$ cat src/rtl/csel_pkg.sv
package csel_pkg;

    typedef enum logic [1:0] {
        ST_IDLE = 2'd0,
        ST_OUT  = 2'd1,
        ST_IN   = 2'd2,
        ST_FIN  = 2'd3
    } csel_state_e;

    localparam logic [1:0] CC_ACCEPT = 2'd0;
    localparam logic [1:0] CC_NONE   = 2'd3;

endpackage

$ cat src/rtl/csel_unit_match.sv
module csel_unit_match #(
    parameter logic [7:0] CHAN_ID = 8'h01,
    parameter logic [7:0] LO      = 8'h00,
    parameter logic [7:0] HI      = 8'hFF,
    parameter bit         HIGH    = 1'b1,
    parameter bit         IS_LAST = 1'b0
) (
    input  logic [15:0] addr,
    output logic        take_out,
    output logic        take_in
);
    logic in_window;

    always_comb begin
        in_window = (addr[15:8] == CHAN_ID) && (addr[7:0] >= LO) && (addr[7:0] <= HI);
        take_out  = in_window && (HIGH || IS_LAST);
        take_in   = in_window && (!HIGH || IS_LAST);
    end
endmodule

$ cat src/rtl/csel_walker.sv
module csel_walker
    import csel_pkg::*;
#(
    parameter int N_UNITS = 4,
    parameter int IDX_W   = 2
) (
    input  logic               clk,
    input  logic               rst_n,
    input  logic               start,
    input  logic [15:0]        addr_in,
    input  logic [N_UNITS-1:0] take_out,
    input  logic [N_UNITS-1:0] take_in,
    output logic [15:0]        addr_q,
    output logic               busy,
    output logic               done,
    output logic               hit,
    output logic [IDX_W-1:0]   unit,
    output logic [1:0]         cc
);
    localparam logic [IDX_W-1:0] LAST = IDX_W'(N_UNITS - 1);

    csel_state_e      state_q, state_n;
    logic [IDX_W-1:0] pos_q, pos_n;
    logic             win, miss;

    // state register
    always_ff @(posedge clk or negedge rst_n) begin
        if (!rst_n) begin
            state_q <= ST_IDLE;
            pos_q   <= '0;
            addr_q  <= '0;
        end else begin
            state_q <= state_n;
            pos_q   <= pos_n;
            if (state_q == ST_IDLE && start)
                addr_q <= addr_in;
        end
    end

    // next state
    always_comb begin
        state_n = state_q;
        pos_n   = pos_q;
        win     = 1'b0;
        miss    = 1'b0;
        unique case (state_q)
            ST_IDLE: begin
                if (start) begin
                    state_n = ST_OUT;
                    pos_n   = '0;
                end
            end
            ST_OUT: begin
                if (take_out[pos_q]) begin
                    win     = 1'b1;
                    state_n = ST_FIN;
                end else if (pos_q == LAST) begin
                    if (N_UNITS == 1) begin
                        miss    = 1'b1;
                        state_n = ST_FIN;
                    end else begin
                        state_n = ST_IN;
                        pos_n   = LAST - IDX_W'(1);
                    end
                end else begin
                    pos_n = pos_q + IDX_W'(1);
                end
            end
            ST_IN: begin
                if (take_in[pos_q]) begin
                    win     = 1'b1;
                    state_n = ST_FIN;
                end else if (pos_q == '0) begin
                    miss    = 1'b1;
                    state_n = ST_FIN;
                end else begin
                    pos_n = pos_q - IDX_W'(1);
                end
            end
            ST_FIN: state_n = ST_IDLE;
            default: state_n = ST_IDLE;
        endcase
    end

    // result outputs
    always_ff @(posedge clk or negedge rst_n) begin
        if (!rst_n) begin
            hit  <= 1'b0;
            unit <= '0;
            cc   <= CC_ACCEPT;
        end else if (win) begin
            hit  <= 1'b1;
            unit <= pos_q;
            cc   <= CC_ACCEPT;
        end else if (miss) begin
            hit  <= 1'b0;
            unit <= '0;
            cc   <= CC_NONE;
        end
    end

    assign busy = (state_q != ST_IDLE);
    assign done = (state_q == ST_FIN);

    a_r7_done_single: assert property (@(posedge clk) disable iff (!rst_n)
        done |=> !done);
    a_r2_busy_at_done: assert property (@(posedge clk) disable iff (!rst_n)
        done |-> busy);
    a_r8_miss_code: assert property (@(posedge clk) disable iff (!rst_n)
        (done && !hit) |-> (cc == CC_NONE && unit == '0));
    a_r9_addr_frozen: assert property (@(posedge clk) disable iff (!rst_n)
        (state_q != ST_IDLE) |=> $stable(addr_q));
    a_r10_result_held: assert property (@(posedge clk) disable iff (!rst_n)
        (state_q == ST_IDLE || state_q == ST_FIN) |=> ($stable(unit) && $stable(cc) && $stable(hit)));
    a_r5_no_inbound_last: assert property (@(posedge clk) disable iff (!rst_n)
        (state_q == ST_IN) |-> (pos_q != LAST));
    a_r3_pos_bound: assert property (@(posedge clk) disable iff (!rst_n)
        busy |-> (int'(pos_q) < N_UNITS));
endmodule

$ cat src/rtl/csel_chain.sv
module csel_chain #(
    parameter int                     N_UNITS   = 4,
    parameter logic [7:0]             CHAN_ID   = 8'h01,
    parameter logic [N_UNITS*8-1:0]   RANGE_LO  = {8'h80, 8'h28, 8'h40, 8'h20},
    parameter logic [N_UNITS*8-1:0]   RANGE_HI  = {8'h8F, 8'h37, 8'h7F, 8'h2F},
    parameter logic [N_UNITS-1:0]     PRIO_HIGH = 4'b0010,
    parameter int                     IDX_W     = (N_UNITS > 1) ? $clog2(N_UNITS) : 1
) (
    input  logic             clk,
    input  logic             rst_n,
    input  logic             start_i,
    input  logic [15:0]      addr_i,
    output logic             busy_o,
    output logic             done_o,
    output logic             hit_o,
    output logic [IDX_W-1:0] unit_o,
    output logic [1:0]       cc_o
);
    logic [15:0]        addr_q;
    logic [N_UNITS-1:0] take_out, take_in;

    for (genvar g = 0; g < N_UNITS; g++) begin : g_unit
        csel_unit_match #(
            .CHAN_ID (CHAN_ID),
            .LO      (RANGE_LO[g*8 +: 8]),
            .HI      (RANGE_HI[g*8 +: 8]),
            .HIGH    (PRIO_HIGH[g]),
            .IS_LAST (g == N_UNITS - 1)
        ) u_match (
            .addr     (addr_q),
            .take_out (take_out[g]),
            .take_in  (take_in[g])
        );
    end

    csel_walker #(
        .N_UNITS (N_UNITS),
        .IDX_W   (IDX_W)
    ) u_walk (
        .clk      (clk),
        .rst_n    (rst_n),
        .start    (start_i),
        .addr_in  (addr_i),
        .take_out (take_out),
        .take_in  (take_in),
        .addr_q   (addr_q),
        .busy     (busy_o),
        .done     (done_o),
        .hit      (hit_o),
        .unit     (unit_o),
        .cc       (cc_o)
    );
endmodule

$ cat config.mk
export PLATFORM = sky130hd
export DESIGN_NAME = csel_chain
export DESIGN_NICKNAME = d
export VERILOG_FILES = /design/src/rtl/csel_pkg.sv /design/src/rtl/csel_unit_match.sv /design/src/rtl/csel_walker.sv /design/src/rtl/csel_chain.sv
export SDC_FILE = /design/constraint.sdc
export NUM_CORES = 1
export LEC_CHECK = 0
export BUFFER_PORTS_ARGS = -buffer_cell sky130_fd_sc_hd__buf_4
export CAP_MARGIN = 20
export CORE_ASPECT_RATIO = 1.4
export CORE_MARGIN = 4
export CORE_UTILIZATION = 36
export DETAILED_ROUTE_END_ITERATION = 12
export PLACE_DENSITY = 0.62
export SLEW_MARGIN = 20
export SYNTH_ARGS = -nofsm -noshare
export SYNTH_HDL_FRONTEND = slang
export SYNTH_SLANG_ARGS = --single-unit
export TNS_END_PERCENT = 5
$ cat constraint.sdc
create_clock -name clk -period 5.1 [get_ports clk]
set_clock_uncertainty 0.2 [all_clocks]
set_input_delay 0.255 -clock clk [delete_from_list [all_inputs] [get_ports clk]]
set_output_delay 0.255 -clock clk [all_outputs]
set_load 0.005 [all_outputs]
Word-level counts from Yosys, hierarchy flattened
Cells that the tools add are included.
{"block": "totals", "input_bits": 19, "out_inout_bits": 7, "ff_bits": 25, "word_cells": 72}
{"block": "classes", "magnitude_cmp": 9, "muxes": 28, "add_sub_neg": 2, "n_reduce_logical": 16, "n_eq_ne": 11}
{"op": "two-way mux 2 bit", "count": 14}
{"op": "greater-or-equal comparator 8 x 6 -> 1 bit, second input constant", "count": 2}
{"op": "<= comparator 8 x 6 -> 1 bit, second input constant", "count": 2}
{"op": "logical AND 1 bit", "count": 9}
{"op": "two-way mux 1 bit", "count": 9}
{"op": "== test 8 x 1 -> 1 bit, second input constant", "count": 1}
{"op": "greater-or-equal comparator 8 x 7 -> 1 bit, second input constant", "count": 1}
{"op": "greater-or-equal comparator 8 bit, second input constant", "count": 1}
{"op": "<= comparator 8 x 7 -> 1 bit, second input constant", "count": 1}
{"op": "<= comparator 8 bit, second input constant", "count": 1}
{"op": "inequality test 2 bit, second input constant", "count": 4}
{"op": "one-hot mux 2 bit (4 select lines)", "count": 1}
{"op": "== test 2 bit, second input constant", "count": 3}
{"op": "inequality test 3 x 1 -> 1 bit, second input constant", "count": 2}
{"op": "one-hot mux 2 bit (3 select lines)", "count": 1}
{"op": "AND reduction 5 bit", "count": 1}
{"op": "binary-select mux 1 bit (select 2 bit)", "count": 2}
{"op": "logical NOT 2 bit", "count": 2}
{"op": "nonzero test 2 bit", "count": 2}
{"op": "less-than comparator 2 x 3 -> 1 bit, second input constant", "count": 1}
{"op": "AND reduction 3 bit", "count": 1}
{"op": "nonzero test 3 bit", "count": 1}
{"op": "adder 2 x 1 -> 2 bit, second input constant", "count": 1}
{"op": "== test 2 x 1 -> 1 bit, second input constant", "count": 1}
{"op": "other kinds (2)", "count": 2}

Depth between registers and ports, before layout
{"block": "logic_depth", "ltp_word": 9, "mapped_depth": 8, "depth_no_buf": 8}

Hierarchy
A second synthesis with hierarchy kept.
{"block": "hier_totals", "cells_unflattened": 124, "hier_area_um2": 1410.1}
{"mod": "csel_walker", "instances": 1, "cells_each": 101, "area_each_um2": 1237.4}
{"mod": "csel_unit_match (g_unit[2].u_match)", "instances": 1, "cells_each": 7, "area_each_um2": 51.3}
{"mod": "csel_unit_match (g_unit[1].u_match)", "instances": 1, "cells_each": 5, "area_each_um2": 43.8}
{"mod": "csel_unit_match (g_unit[0].u_match)", "instances": 1, "cells_each": 6, "area_each_um2": 40.0}
{"mod": "csel_unit_match (g_unit[3].u_match)", "instances": 1, "cells_each": 5, "area_each_um2": 37.5}

Least setup slack after synthesis
Ideal clock, no wire load.
{"block": "synth_path", "path_kind": "register to register", "startpoint": "register u_walk.addr_q[4]", "endpoint": "register u_walk.state_q[1]", "path_slack_ns": 3.051, "synth_period_minus_slack_ns": 2.049, "t_arrival_ns": 1.724, "n_path_buf": 0, "stages_incl_launch_ff": 6, "cell_sequence": "dfrtp_1 or2_1 or4_4 a21oi_4 o211ai_2 mux2_4"}
{"block": "synth_between", "elab_chain_cells": 7, "word_cells_on_any_way": 26}
{"element": "start: declaration", "line": "csel_walker.sv:13", "source": "output logic [15:0] addr_q,"}
{"element": "start signal: assignment", "line": "csel_walker.sv:36", "source": "addr_q <= addr_in;"}
{"element": "greater-or-equal comparator 8 x 6 -> 1 bit, or another cell as far along", "line": "csel_unit_match.sv:15", "source": "in_window = (addr[15:8] == CHAN_ID) && (addr[7:0] >= LO) && (addr[7:0] <= HI);"}
{"element": "logical AND 1 bit (2 in series)", "line": "csel_unit_match.sv:15"}
{"element": "binary-select mux 1 bit (select 2 bit), on equally long branches", "line": "csel_walker.sv:70, csel_walker.sv:54"}
{"element": "two-way mux 1 bit, on equally long branches", "line": "csel_walker.sv:70, csel_walker.sv:54"}
{"element": "two-way mux 2 bit, or another cell as far along", "line": "csel_walker.sv:70", "source": "if (take_in[pos_q]) begin"}
{"element": "one-hot mux 2 bit (4 select lines) or AND reduction 3 bit (tied branches)"}
{"element": "end signal: assignment", "line": "csel_walker.sv:33", "source": "state_q <= state_n;"}
{"element": "end: declaration", "line": "csel_walker.sv:22", "source": "csel_state_e state_q, state_n;"}
Parallel ways exist; a longest one is shown, timed or not. The select of a mux whose other input is x is not followed.
A chain may end at the register's enable or synchronous reset.

Final worst setup path
Same ends and word-level chain as after synthesis.

==> out/results.txt <==
Setup Crit Path Kind: flop to flop
# H-tree levels: 1
DRT antenna net count: 0
Number of synthesized register bits: 21
Gr ovfl total: 0
RSZ-0062 raised after global routing: no
Power per cell area: 507 nW/µm²
Die height: 74.1 µm
Run status: complete, no violations
Worst Reg-to-Reg Cells: 5
First-pass GRT wire length: 3710 µm
Critical Path RT: 5.05 ns
Peak VDD IR: 0.277 mV
Worst-Margin Slew: 0.517 ns
CP peak stage delay: 0.51 ns
Synth warnings: 0
EDFF count, synth: 0
CTS sink cnt: 21
CP Capture Type: flop
PostCTS Resize Cnt: 0
Max Slew Vio Count: 0
Hold buffers post-CTS: 1
Syn_area_per_cell: 11.3 µm²
Sequential Area: 526 µm²
Dpl hpwl: 1650 µm
Antenna violations before repair: 0
Antenna cells: 0
Worst EP arrival: 2.11 ns
Final net count: 151
TritonCTS buffer count: 3
Layout cells sized above 1: 35.5%
# fillers: 298
Seq/Total Area, Yosys: 46.8%
CP Launch Type: flop
Worst hold path startpoint: addr_i[14]
Post-layout util: 47.0%
Ys async rst share: 100%
CTS clk-pin slew, worst paths: 0.07 ns
Worst-path cell chain: or2_1, or4_4, a21oi_4, o211ai_2, mux2_4
Worst skew pair latency: 0.26 ns
Post-route DRC: 0
# Post-CTS Setup Buffers: 0
Crit Path Max Fanout: 7
Slew Limit Headroom: 65.4%
Yosys cell types: 31
CP max-delay cell: or4_4
RR Endpoint: u_walk.state_q[1]
Initial Utilization: 38.3%
Drt total wl: 2020 µm
Fin. Hold Viols: 0
Vias per inst: 4.95
Synth Flop Type: dfrtp_1
I/O Buffers: 22
CTS root buffer: clkbuf_8
Synthesized Nets: 125
CTS tree: yes
Min Tclk post-route: 2.16 ns
Starting DRC count in detailed routing: 4
Hold Path Stages: 2
Vias in the first global route: 862
Mean routed wirelength per cell: 12.6 µm
Area of the multi-input gates: 561 µm²
Core Area: 2940 µm²
Placed cells: 156
Delay-heaviest family, CP: simple AND/OR/NAND/NOR gates
Post-Layout Cell Count: 161
Setup tns final: 0 ns
Max Cap Viol: 0
Syn Std Cell Area: 1120 µm²
Clk pwr share: 15.7%
Hold worst-path end: u_walk.addr_q[14]
Peak Freq: 0.464 GHz
Hold Path Class: input port to flop
Layout area overhead: 22.7%
Largest net degree at the start of global routing: 22
Worst R2R Start: u_walk.addr_q[4]
Die W: 55.2 µm
Cells after Synth: 99
Routability cong.: 0.868
FP Rows: 23
P_sw: 0.000244 W
Comb pwr share: 44.2%
WP buf/inv: 0
Leakage: 0.648 nW
Die area: 4090 µm²
Fin crit share: 42.3%
Clock Path Buffers: 2
Internal power: 0.000455 W
Final-report setup violation count: 0
Drt pass-1 iters: 2
Reg-to-reg slack, setup: 2.94 ns
I/O pins: 26
Sequential share of power: 40.2%
GRT Total Usage: 11.4%
DR vias: 797
Sw frac: 34.9%
## placed cells by master, fill, tap and decap left out, drive strengths merged, types with 2 or more instances in the layout
cell type	instances
mux2i	3
dfrtp	21
o21ai	5
nor2	7
mux2	14
inv	7
o21a	2
o32ai	2
ha	7
nand2	10
nand2b	3
o211ai	2
a21oi	2
clkbuf	4
buf	22
nand4	2
## cell usage after synthesis, types with 2 or more instances
cell type	number	share of area, %
dfrtp_1	21	47
ha_1	7	7.8
o32ai_1	2	1.6
nor2_1	7	2.3
nand2_1	10	3.3
mux2i_1	3	2.7
inv_1	7	2.3
nand2b_1	3	1.7
o21ai_0	4	1.8
mux2_2	13	13
o21a_1	2	1.3
## state kept, by name, indices dropped and copies added, names as in the netlist
name,count
u_walk.addr_q,13
u_walk.pos_q,2
u_walk.state_q,2
u_walk.unit,2
u_walk.cc,1
u_walk.hit,1
## logic make-up (layout without fill, tap and decap cells)
family / Yosys count / count (layout) / share of synthesized area, %
adder cells (fa/ha/maj): 7 / 7 / 7.79
flip-flops: 21 / 21 / 46.8
buffers and inverters: 9 / 34 / 3.34
AND/OR/NAND/NOR: 28 / 28 / 13.0
AO/OA/AOI/OAI: 16 / 16 / 11.2
multiplexers: 17 / 17 / 17.0
XOR/XNOR: 1 / 1 / 0.780
## worst reg2reg max path, stage by stage, from the launching register on
cell and delay, ns:
dfrtp_1 0.40, or2_1 0.25, or4_4 0.51, a21oi_4 0.23, o211ai_2 0.15, mux2_4 0.31
## power groups by stage
stage | Combinational (W) | Sequential (W) | Clock [W]
global route | 0.000350 | 0.000290 | 0.000122
global placement | 0.000304 | 0.000281 | 0
CTS | 0.000313 | 0.000282 | 0.000114
floorplan | 0.000248 | 0.000270 | 0
detailed placement | 0.000312 | 0.000286 | 0
finish | 0.000309 | 0.000281 | 0.000109
## final cells by class
| type | instances | share of cell area, % |
|---|---|---|
| well taps | 37 | 3.36 |
| inverters | 7 | 1.91 |
| clock buffers | 4 | 3.27 |
| repair buffers | 23 | 12.7 |
| multi-input cells | 69 | 40.7 |
| flip-flops and latches | 21 | 38.1 |
## how the worst max path moves through the flow
stage	startpoint	endpoint	slack [ns]	depth (start not counted)
global placement	u_walk.addr_q[4]	u_walk.state_q[1]	2.96	5
CTS	u_walk.addr_q[4]	u_walk.state_q[1]	2.93	5
global route	u_walk.addr_q[5]	u_walk.state_q[1]	2.87	5
detailed placement	u_walk.addr_q[4]	u_walk.state_q[1]	2.94	5
floorplan	u_walk.addr_q[4]	u_walk.state_q[1]	3.05	5
finish	u_walk.addr_q[4]	u_walk.state_q[1]	2.94	5
## layer usage
metal	GRT usage [%]	part of all wire, %	vias up
met1	12.9	42	376
met5	0	0	-
met2	20.0	50	21
met4	5.95	2.5	0
met3	2.78	4.8	4
li1	-	-	396
## stage by stage
stage / power (W) / cell area [µm²] / hold slack (ns) / worst slack [ns]
finish: 0.000699 / 1380 / 0.0176 / 2.94
global route: 0.000762 / 1380 / 0.00957 / 2.87
CTS: 0.000709 / 1380 / 0.0153 / 2.93
detailed placement: 0.000598 / 1320 / -0.0398 / 2.94
global placement: 0.000584 / 1320 / -0.0519 / 2.96
floorplan: 0.000518 / 1120 / -0.241 / 3.05
No activity file was read; power rests on OpenSTA's default activity.
